`src/rtl/vcm_pkg.sv`:
```
package vcm_pkg;

  localparam int MIN_WIDTH = 2;

  function automatic bit isPowerOfTwo(input int value);
    return (value >= MIN_WIDTH) && ((value & (value - 1)) == 0);
  endfunction

endpackage

```
`src/rtl/vcmHalfAdd.sv`:
```
module vcmHalfAdd (
  input  logic inX,
  input  logic inY,
  output logic sum,
  output logic carry
);

  assign sum   = inX ^ inY;
  assign carry = inX & inY;

endmodule

```
`src/rtl/vcmRippleAdd.sv`:
```
module vcmRippleAdd #(
  parameter int W = 8
) (
  input  logic [W-1:0] addA,
  input  logic [W-1:0] addB,
  input  logic         carryIn,
  output logic [W-1:0] sum,
  output logic         carryOut
);

  logic [W:0] chain;

  assign chain[0] = carryIn;

  for (genvar i = 0; i < W; i++) begin : gBit
    assign sum[i]     = addA[i] ^ addB[i] ^ chain[i];
    assign chain[i+1] = (addA[i] & addB[i]) | (chain[i] & (addA[i] ^ addB[i]));
  end

  assign carryOut = chain[W];

  always_comb begin
    AST_ADD_EXACT: assert ({carryOut, sum} == ({1'b0, addA} + {1'b0, addB} + (W+1)'(carryIn)))
      else $error("ripple adder sum mismatch");
  end

endmodule

```
`src/rtl/vcmBaseCell.sv`:
```
module vcmBaseCell (
  input  logic [1:0] cellA,
  input  logic [1:0] cellB,
  output logic [3:0] cellProd
);

  logic termLoLo, termLoHi, termHiLo, termHiHi;
  logic crossSum, crossCarry, upperSum, upperCarry;

  assign termLoLo = cellA[0] & cellB[0];
  assign termLoHi = cellA[0] & cellB[1];
  assign termHiLo = cellA[1] & cellB[0];
  assign termHiHi = cellA[1] & cellB[1];

  vcmHalfAdd uCrossHa (
    .inX   (termLoHi),
    .inY   (termHiLo),
    .sum   (crossSum),
    .carry (crossCarry)
  );

  vcmHalfAdd uUpperHa (
    .inX   (termHiHi),
    .inY   (crossCarry),
    .sum   (upperSum),
    .carry (upperCarry)
  );

  assign cellProd = {upperCarry, upperSum, crossSum, termLoLo};

  always_comb begin
    AST_BASE_EXACT: assert (cellProd == ({2'b00, cellA} * {2'b00, cellB}))
      else $error("base cell product mismatch");
  end

endmodule

```
`src/rtl/vcmQuadAdder.sv`:
```
module vcmQuadAdder #(
  parameter int N = 4
) (
  input  logic [N-1:0]   lowLow,
  input  logic [N-1:0]   lowHigh,
  input  logic [N-1:0]   highLow,
  input  logic [N-1:0]   highHigh,
  output logic [2*N-1:0] nodeProd
);

  localparam int HALF = N / 2;

  logic [N-1:0]    crossSum;
  logic            crossCarry;
  logic [N-1:0]    outerAddend;
  logic [N-1:0]    midSum;
  logic            midCarry;
  logic            spillSum;
  logic            spillCarry;
  logic [HALF-1:0] topAddend;
  logic [HALF-1:0] topSum;
  logic            topCarry;

  vcmRippleAdd #(.W(N)) uCrossAdd (
    .addA     (lowHigh),
    .addB     (highLow),
    .carryIn  (1'b0),
    .sum      (crossSum),
    .carryOut (crossCarry)
  );

  assign outerAddend = {highHigh[HALF-1:0], lowLow[N-1:HALF]};

  vcmRippleAdd #(.W(N)) uMidAdd (
    .addA     (crossSum),
    .addB     (outerAddend),
    .carryIn  (1'b0),
    .sum      (midSum),
    .carryOut (midCarry)
  );

  vcmHalfAdd uSpillHa (
    .inX   (crossCarry),
    .inY   (midCarry),
    .sum   (spillSum),
    .carry (spillCarry)
  );

  assign topAddend = HALF'({spillCarry, spillSum});

  vcmRippleAdd #(.W(HALF)) uTopAdd (
    .addA     (highHigh[N-1:HALF]),
    .addB     (topAddend),
    .carryIn  (1'b0),
    .sum      (topSum),
    .carryOut (topCarry)
  );

  assign nodeProd = {topSum, midSum, lowLow[HALF-1:0]};

  always_comb begin
    AST_NO_OVERFLOW: assert (topCarry == 1'b0)
      else $error("quadrant adder top carry set");
  end

endmodule

```
`src/rtl/vcmMulNode.sv`:
```
module vcmMulNode #(
  parameter int N = 4
) (
  input  logic [N-1:0]   nodeA,
  input  logic [N-1:0]   nodeB,
  output logic [2*N-1:0] nodeProd
);

  localparam int HALF = N / 2;

  if (N == 2) begin : gLeaf
    vcmBaseCell uCell (
      .cellA    (nodeA),
      .cellB    (nodeB),
      .cellProd (nodeProd)
    );
  end else begin : gSplit
    logic [N-1:0] prodLL, prodLH, prodHL, prodHH;

    vcmMulNode #(.N(HALF)) uLL (
      .nodeA (nodeA[HALF-1:0]), .nodeB (nodeB[HALF-1:0]), .nodeProd (prodLL));
    vcmMulNode #(.N(HALF)) uLH (
      .nodeA (nodeA[HALF-1:0]), .nodeB (nodeB[N-1:HALF]), .nodeProd (prodLH));
    vcmMulNode #(.N(HALF)) uHL (
      .nodeA (nodeA[N-1:HALF]), .nodeB (nodeB[HALF-1:0]), .nodeProd (prodHL));
    vcmMulNode #(.N(HALF)) uHH (
      .nodeA (nodeA[N-1:HALF]), .nodeB (nodeB[N-1:HALF]), .nodeProd (prodHH));

    vcmQuadAdder #(.N(N)) uSum (
      .lowLow   (prodLL),
      .lowHigh  (prodLH),
      .highLow  (prodHL),
      .highHigh (prodHH),
      .nodeProd (nodeProd)
    );
  end

  always_comb begin
    AST_NODE_EXACT: assert (nodeProd == ({{N{1'b0}}, nodeA} * {{N{1'b0}}, nodeB}))
      else $error("recursion node product mismatch");
  end

endmodule

```
`src/rtl/vedicMul.sv`:
```
module vedicMul #(
  parameter int WIDTH = 8
) (
  input  logic [WIDTH-1:0]   opA,
  input  logic [WIDTH-1:0]   opB,
  output logic [2*WIDTH-1:0] product
);

  import vcm_pkg::*;

  localparam int PW = 2 * WIDTH;

  if (!isPowerOfTwo(WIDTH)) begin : gBadWidth
    $error("WIDTH must be a power of two and at least 2");
  end

  vcmMulNode #(.N(WIDTH)) uRoot (
    .nodeA    (opA),
    .nodeB    (opB),
    .nodeProd (product)
  );

  always_comb begin
    if (opA == '0 || opB == '0) begin
      AST_ZERO_ANNIHILATES: assert (product == '0)
        else $error("zero operand gave nonzero product");
    end
    if (opB == WIDTH'(1)) begin
      AST_UNIT_IDENTITY: assert (product == PW'(opA))
        else $error("unit operand did not pass other operand");
    end
  end

endmodule

```
`config.mk`:
```
export PLATFORM = sky130hd
export DESIGN_NAME = vedicMul
export DESIGN_NICKNAME = d
export VERILOG_FILES = /design/src/rtl/vcm_pkg.sv /design/src/rtl/vcmHalfAdd.sv /design/src/rtl/vcmRippleAdd.sv /design/src/rtl/vcmBaseCell.sv /design/src/rtl/vcmQuadAdder.sv /design/src/rtl/vcmMulNode.sv /design/src/rtl/vedicMul.sv
export SDC_FILE = /design/constraint.sdc
export NUM_CORES = 1
export LEC_CHECK = 0
export BUFFER_PORTS_ARGS = -buffer_cell sky130_fd_sc_hd__buf_2
export CELL_PAD_IN_SITES_DETAIL_PLACEMENT = 0
export CELL_PAD_IN_SITES_GLOBAL_PLACEMENT = 1
export CORE_MARGIN = 1
export CORE_UTILIZATION = 47
export DETAILED_ROUTE_END_ITERATION = 7
export PLACE_DENSITY = 0.89
export SYNTH_ARGS = -nofsm -noshare
export SYNTH_HDL_FRONTEND = slang
export SYNTH_SLANG_ARGS = --single-unit
```
`constraint.sdc`:
```
create_clock -name vclk -period 8
set_clock_uncertainty 0.2 [all_clocks]
set_input_delay 0.4 -clock vclk [all_inputs]
set_output_delay 0.4 -clock vclk [all_outputs]
set_load 0.01 [all_outputs]
```
==> run summary, run 1 <==
The number of buffers added for setup after CTS is 0, and the final clock period utilization by the worst path is 93.2%. The post-synthesis to final-layout area growth came out at 9.51%. For the clock network fraction of design power, the log shows 0%. The final count of pins violating max slew was 0. STA puts the critical path data required time at 7400 ps. The type of the worst setup path is input pin to output pin. sky130_fd_sc_hd__fa_1 takes more of the synthesized area than any other cell. After synthesis, the largest area contributor takes up 35.3% of total cell area. The tools report the worst slew slack as a fraction of its limit as 80.2%. After synthesis, the most frequently instantiated cells are 74 x sky130_fd_sc_hd__inv_1, 62 x sky130_fd_sc_hd__and2_1, 53 x sky130_fd_sc_hd__ha_1. In this run switching power makes up 55.8% of total power. Of the cells placed in the final design, the portion with a size suffix greater than 1 is 11.8%.

The final critical-path required period is 7460 ps, and the met3 usage in global routing is 0.142%. The tools report the via count of the first global-routing pass as 1,607. Synthesis produced a netlist with a net count of 349. IR analysis of the VDD net gives a maximum drop of 0.000117 V. The floorplan has 24 rows.

The synthesized netlist devotes 3.57% of its cell area to XOR and XNOR gates. Launching instance or port of the critical path: opB[2]. The tools report the kind of launch point of the worst setup path as an input pin.

The layout clock buffer count is 0. By area the synthesized netlist is led by sky130_fd_sc_hd__fa_1 35%, sky130_fd_sc_hd__ha_1 30%, sky130_fd_sc_hd__and2_1 18%, sky130_fd_sc_hd__inv_1 13%, sky130_fd_sc_hd__xnor2_1 3.2%. The number of antenna diodes in the final layout is 0. The average via count per standard cell was 4.76. In the post-route analysis, the smallest setup slack over all paths is 545 ps. The count of filler cells inserted in the layout came out at 445. Summing all placed instances gives a cell area of 2420 um^2.

In this run, post-CTS repair resized a total of 0 instances. Number of DRC markers after the initial detailed-route iteration: 23. Global routing finished with a remaining overflow of 0.

In this run the static leakage power is 1.45 nW. For the final routed database, the setup TNS stands at 0 ps. The floorplan die height works out to 70.6 um. The portion of synthesized area spent on multiplexers is 0%. Sequential cells placed in the final layout were counted as 0. The logs give 0 for the count of hold buffers inserted by post-cts repair and 7020 um for the global-route wire length before repair. For this run, global-route usage on met1 was measured as 23.6%. By instance count, the leading cell after synthesis is sky130_fd_sc_hd__inv_1. The worst hold path begins at opA[0].

The wire length after detailed routing came out at 3800 um. After Yosys synthesis, and, or, nand and nor cells account for 17.9% of the synthesized area. The synthesized netlist devotes 0% of its cell area to compound gates. The most frequent cell on the critical path is sky130_fd_sc_hd__fa_1. The synthesized netlist occupies a cell area of 2210 um^2. Transition at the pin with the smallest max-transition slack: 294 ps. Pin placement for this block handled 32 I/O pins. The ratio of total power to cell area is 144 nW/um^2. The flow ran to the end, and the final reports show no timing, DRC or antenna violations. With fillers left out, the area of the finished cells amounts to 2420 um^2. For this configuration, the core starts out at a cell density of 49.7%. Of the total synthesized cell area, the portion taken by full adders, half adders and majority gates is 65.3%. The die is 70.6 um wide. STA classifies the critical path endpoint as an output pin. Setup repair after global routing left no endpoint under its margin.

Global routing used 33.1% of the available met2 tracks. The synthesis warning total is 0, and the highest clock frequency the design can meet is 0.134 GHz. Register share of total power: 0%. The tightest min-delay check is of the input pin to output pin type.

The final HPWL from detailed placement was 3460 um. The run gives 0 as the initial antenna violation count. Before antenna repair, the detailed router went through 2 iterations. Setup violations remaining at the end of the flow were counted as 0. The floorplan step defined a die boundary enclosing 4980 um^2.

Cell internal power was estimated by the tool at 154 uW. The tools report the area of the core as 4440 um^2. Summing the sequential cell areas from Yosys gives 0% of the chip area.

The setup slack after placement is 511 ps, and the number of I/O port buffers is 32. The main combinational cell family by area after synthesis was adder cells. Total power for the finished layout comes to 349 uW.

The final weighted congestion of routability-driven global placement is 0.782. The tools report the residual antenna-violating net count after detailed routing as 0. The largest single stage delay on the critical path is 520 ps. The logs give 0 for the number of hold violations in the final report and 0 um^2 for the register cell area after layout. In this run the worst path has a maximum fanout of 8. The run gives 0 as the number of maximum-capacitance violations. Entering global routing, the biggest net connects 9 pins.

For the number of design rule violations left after detail routing, the log shows 0. Global-route usage over all layers: 17.3%. The number of standard cells after synthesis was 241; the data arrival time at the worst-slack endpoint was 6860 ps. The average cell area after synthesis was 9.17 um^2; the via count was 1,537. The wire length per cell is 11.8 um, and the switching component of the power is 194 uW. Global-route layer with the greatest usage: met2. The worst-path cell with the longest stage delay was sky130_fd_sc_hd__fa_1. The final-stage net count was 381. The number of different library cells used by synthesis comes to 8. Of the total power, combinational logic draws 100.0%.
## per-layer routing
layer | part of all wire (%) | wire (um) | vias up
met5 | 0 | 0 | -
met4 | 0 | 0 | 0
met2 | 52 | 1990 | 14
met1 | 47 | 1770 | 762
met3 | 1.0 | 38 | 0
li1 | - | - | 761
## through the flow
step	util (%)	hold WS, ps	cells
CTS	54.5	986	323
floorplan	-	801	241
finish	54.5	986	323
global route	54.5	1020	323
global placement	54.5	994	323
detailed placement	54.5	984	323
## critical path, delay by kind of cell
family / cells / cell delay, ps
AND/OR/NAND/NOR: 1 / 160
adder cells (fa/ha/maj): 17 / 5240
XOR/XNOR: 2 / 300
buffers and inverters: 10 / 740
## kinds of logic (layout without fill, tap and decap cells)
group / Yosys count / in the layout
adder cells (fa/ha/maj): 92 / 92
buffers and inverters: 76 / 106
AND/OR/NAND/NOR: 64 / 64
XOR/XNOR: 9 / 9
## layout make-up
cell class         count  area (um^2)  share of cell area, %
inverters             74          278                   11.5
multi-input cells    165         1920                   79.2
well taps             52         65.1                   2.69
repair buffers        32          160                   6.62
## placed cells by master, fill, tap and decap left out
master / count
sky130_fd_sc_hd__xor2_1: 1
sky130_fd_sc_hd__and2_1: 62
sky130_fd_sc_hd__inv_1: 74
sky130_fd_sc_hd__xnor2_1: 8
sky130_fd_sc_hd__nand2_1: 2
sky130_fd_sc_hd__buf_2: 32
sky130_fd_sc_hd__fa_1: 39
sky130_fd_sc_hd__ha_1: 53
## path summary, 6_finish.rpt
check	cells after the start	to
max	30	product[15]
min	3	product[0]
## power groups by stage
stage | registers [mW] | logic [mW] | clock network, mW
after floorplan | 0 | 0.250 | 0
after global placement | 0 | 0.352 | 0
after detailed placement | 0 | 0.357 | 0
after CTS | 0 | 0.359 | 0
after global routing | 0 | 0.407 | 0
final | 0 | 0.349 | 0
Power figures use the tool's default switching activity.
==> run 2, diff against run 1 <==
--- a/config.mk
+++ b/config.mk
@@ -16,2 +16,3 @@
 export SYNTH_HDL_FRONTEND = slang
 export SYNTH_SLANG_ARGS = --single-unit
+export TNS_END_PERCENT = 20
==> constraint.sdc (replaced) <==
create_clock -name vclk -period 8
set_clock_uncertainty 0.2 [all_clocks]
set_input_delay 0.4 -clock vclk [all_inputs]
set_output_delay 0.4 -clock vclk [all_outputs]
set_load 0.005 [all_outputs]
==> run 2 against run 1 <==
Against the previous run:
- final cell count did not move
- via count shrank 2.8%
- first-iteration DRC count rose by 30%
- final area stayed put
- highest routed layer unchanged
- critical path depth is the same
- setup slack improved by 23 ps
- sequential cell count is the same
- wire length is 4.8% lower
- global-route usage fell by 0.90 points
==> run summary, run 2 (synthesized netlist as in run 1, its figures left out) <==
The wire length per cell was 11.2 um (-4.8%). The final clock period utilization by the worst path was 92.9% (-0.28 points); the number of flip-flops and latches was 0 (unchanged). The run gives 0 (unchanged) as the initial antenna violation count.

Global-route wire length before repair: 6640 um (-5.4%). The min-delay analysis places its worst path in the category input pin to output pin. Setup repair after global routing left no endpoint under its margin. The run gives 0 (unchanged) as the final count of pins violating max slew. The largest individual stage delay along the critical path comes from the cell sky130_fd_sc_hd__fa_1. The number of hold violations in the final report was 0 (unchanged). The ratio of total power to cell area is 130 nW/um^2 (-9.7%), and the global route total overflow is 0 (unchanged). For the via count, the log shows 1,494 (-2.8%). The number of maximum-capacitance violations came out at 0 (unchanged). The power after layout was 315 uW (-9.7%); the highest fanout seen on the critical path was 8 (unchanged).

The width of the die is 70.6 um (unchanged). The number of I/O port buffers came out at 32 (unchanged). The logs give 0 (unchanged) for the number of design rule violations left after detail routing and 32 (unchanged) for the count of boundary I/O pins. The area of the core was 4440 um^2 (unchanged); the final setup violation count was 0 (unchanged).

The cell leakage power was 1.45 nW (unchanged). The count of TritonRoute iterations in the first routing pass was 4 (+2). The wire length after detailed routing is 3620 um (-4.8%). The most frequent cell on the critical path was sky130_fd_sc_hd__fa_1.

The logs give 0 ps (unchanged) for the sum of negative setup slack and 16.4% (-0.90 points) for the global-route usage over all layers. Post-synthesis to final-layout area growth: 9.51% (unchanged). The most common cell after layout, fill and taps aside was sky130_fd_sc_hd__inv_1. Highest clock frequency the design can meet: 0.135 GHz (+0.30%). The depth of the worst hold-timing path is 3 (unchanged). The worst hold path terminates at product[0]. The transition at the pin with the smallest max-transition slack was 280 ps (-14.7 ps); the delay contributed by the slowest stage of the critical path was 520 ps (about the same). The final-stage net count is 381 (unchanged). The number of buffers added for setup after CTS is 0 (unchanged), and the final HPWL from detailed placement is 3350 um (-2.9%). The run gives 7400 ps (about the same) as the required arrival time at the worst endpoint. The final weighted congestion of routability-driven global placement was 0.781 (about the same); the count of hold buffers inserted by post-cts repair was 0 (unchanged). The startpoint identified for the worst hold timing path is opB[0].

The flow ran to the end, and the final reports show no timing, DRC or antenna violations. For the residual antenna-violating net count after detailed routing, the log shows 0 (unchanged). The final critical-path required period is 7430 ps (-22.5 ps). Maximum number of pins on one net before global-route repair: 9 (unchanged). The via count of the first global-routing pass was 1,498 (-6.8%).

The kind of launch point of the worst setup path is an input pin. For the register cell area after layout, the log shows 0 um^2 (unchanged). The tools report the number of DRC markers after the initial detailed-route iteration as 30 (+30%). The run gives 24 (unchanged) as the number of cell rows.

In the layout the commonest cells are 74 x sky130_fd_sc_hd__inv_1, 62 x sky130_fd_sc_hd__and2_1, 53 x sky130_fd_sc_hd__ha_1, 39 x sky130_fd_sc_hd__fa_1, 32 x sky130_fd_sc_hd__buf_2. The number of inserted diodes was 0 (unchanged); the floorplan die height was 70.6 um (unchanged). For the data arrival time at the worst-slack endpoint, the log shows 6830 ps (-30 ps). The launching instance or port of the critical path was opB[2]. The die outline area is 4980 um^2 (unchanged), and the quantity of gates resized following cts is 0 (unchanged). For the peak ir drop on the vdd network, the log shows 0.000114 V (-2.0%). The average via count per standard cell came out at 4.63 (-2.8%). By startpoint and endpoint, the worst setup path is classified as input pin to output pin. STA classifies the critical path endpoint as an output pin. The tools report the layout clock buffer count as 0 (unchanged).

The worst slew slack as a fraction of its limit came out at 81.2% (+0.98 points). The share of cells above drive strength 1 is 11.8% (unchanged), and the effective utilization at floorplan is 49.7% (unchanged).
-- run 2: cell counts in the layout (fill, tap and decap cells not counted) --
Identical to the previous run, type by type.
-- run 2: worst max path at each step --
stage | end | depth (start not counted) | slack (ps)
final | product[15] | 30 | 570
after global routing | product[15] | 30 | 150
after CTS | product[15] | 30 | 530
after detailed placement | product[15] | 30 | 530
after global placement | product[15] | 30 | 580
after floorplan | product[15] | 28 | 990
-- run 2: layer usage --
metal | GRT usage [%] | wire, um
met1 | 24.2 | 1720
met2 | 29.3 | 1850
met3 | 0.142 | 51
met4 | 0 | 0
met5 | 0 | 0
-- run 2: cell type report --
| cell class | instances | area [um^2] |
|---|---|---|
| Inverter | 74 | 278 |
| Tap cell | 52 | 65.1 |
| Multi-Input combinational cell | 165 | 1920 |
| Timing Repair Buffer | 32 | 160 |
| Fill cell | 434 | 2020 |
-- run 2: worst max-delay path, delay by kind of cell --
kind,cells,cell delay (ps)
buf+inv,10,690
fa+ha+maj,17,5270
xor+xnor,2,300
simple gates,1,160
-- run 2: where the power goes --
part           switching, mW  leakage [nW]  internal, mW
Combinational          0.163          1.45         0.151
Clock                      0             0             0
Sequential                 0             0             0
-- run 2: metrics by stage --
| stage | cell area, um^2 | hold slack (ps) | std cells | util (%) | worst slack (ps) |
|---|---|---|---|---|---|
| after floorplan | 2210 | 790 | 241 | - | 992 |
| after global placement | 2420 | 977 | 323 | 54.5 | 582 |
| after detailed placement | 2420 | 957 | 323 | 54.5 | 530 |
| after CTS | 2420 | 963 | 323 | 54.5 | 525 |
| after global routing | 2420 | 1010 | 323 | 54.5 | 150 |
| final | 2420 | 959 | 323 | 54.5 | 567 |
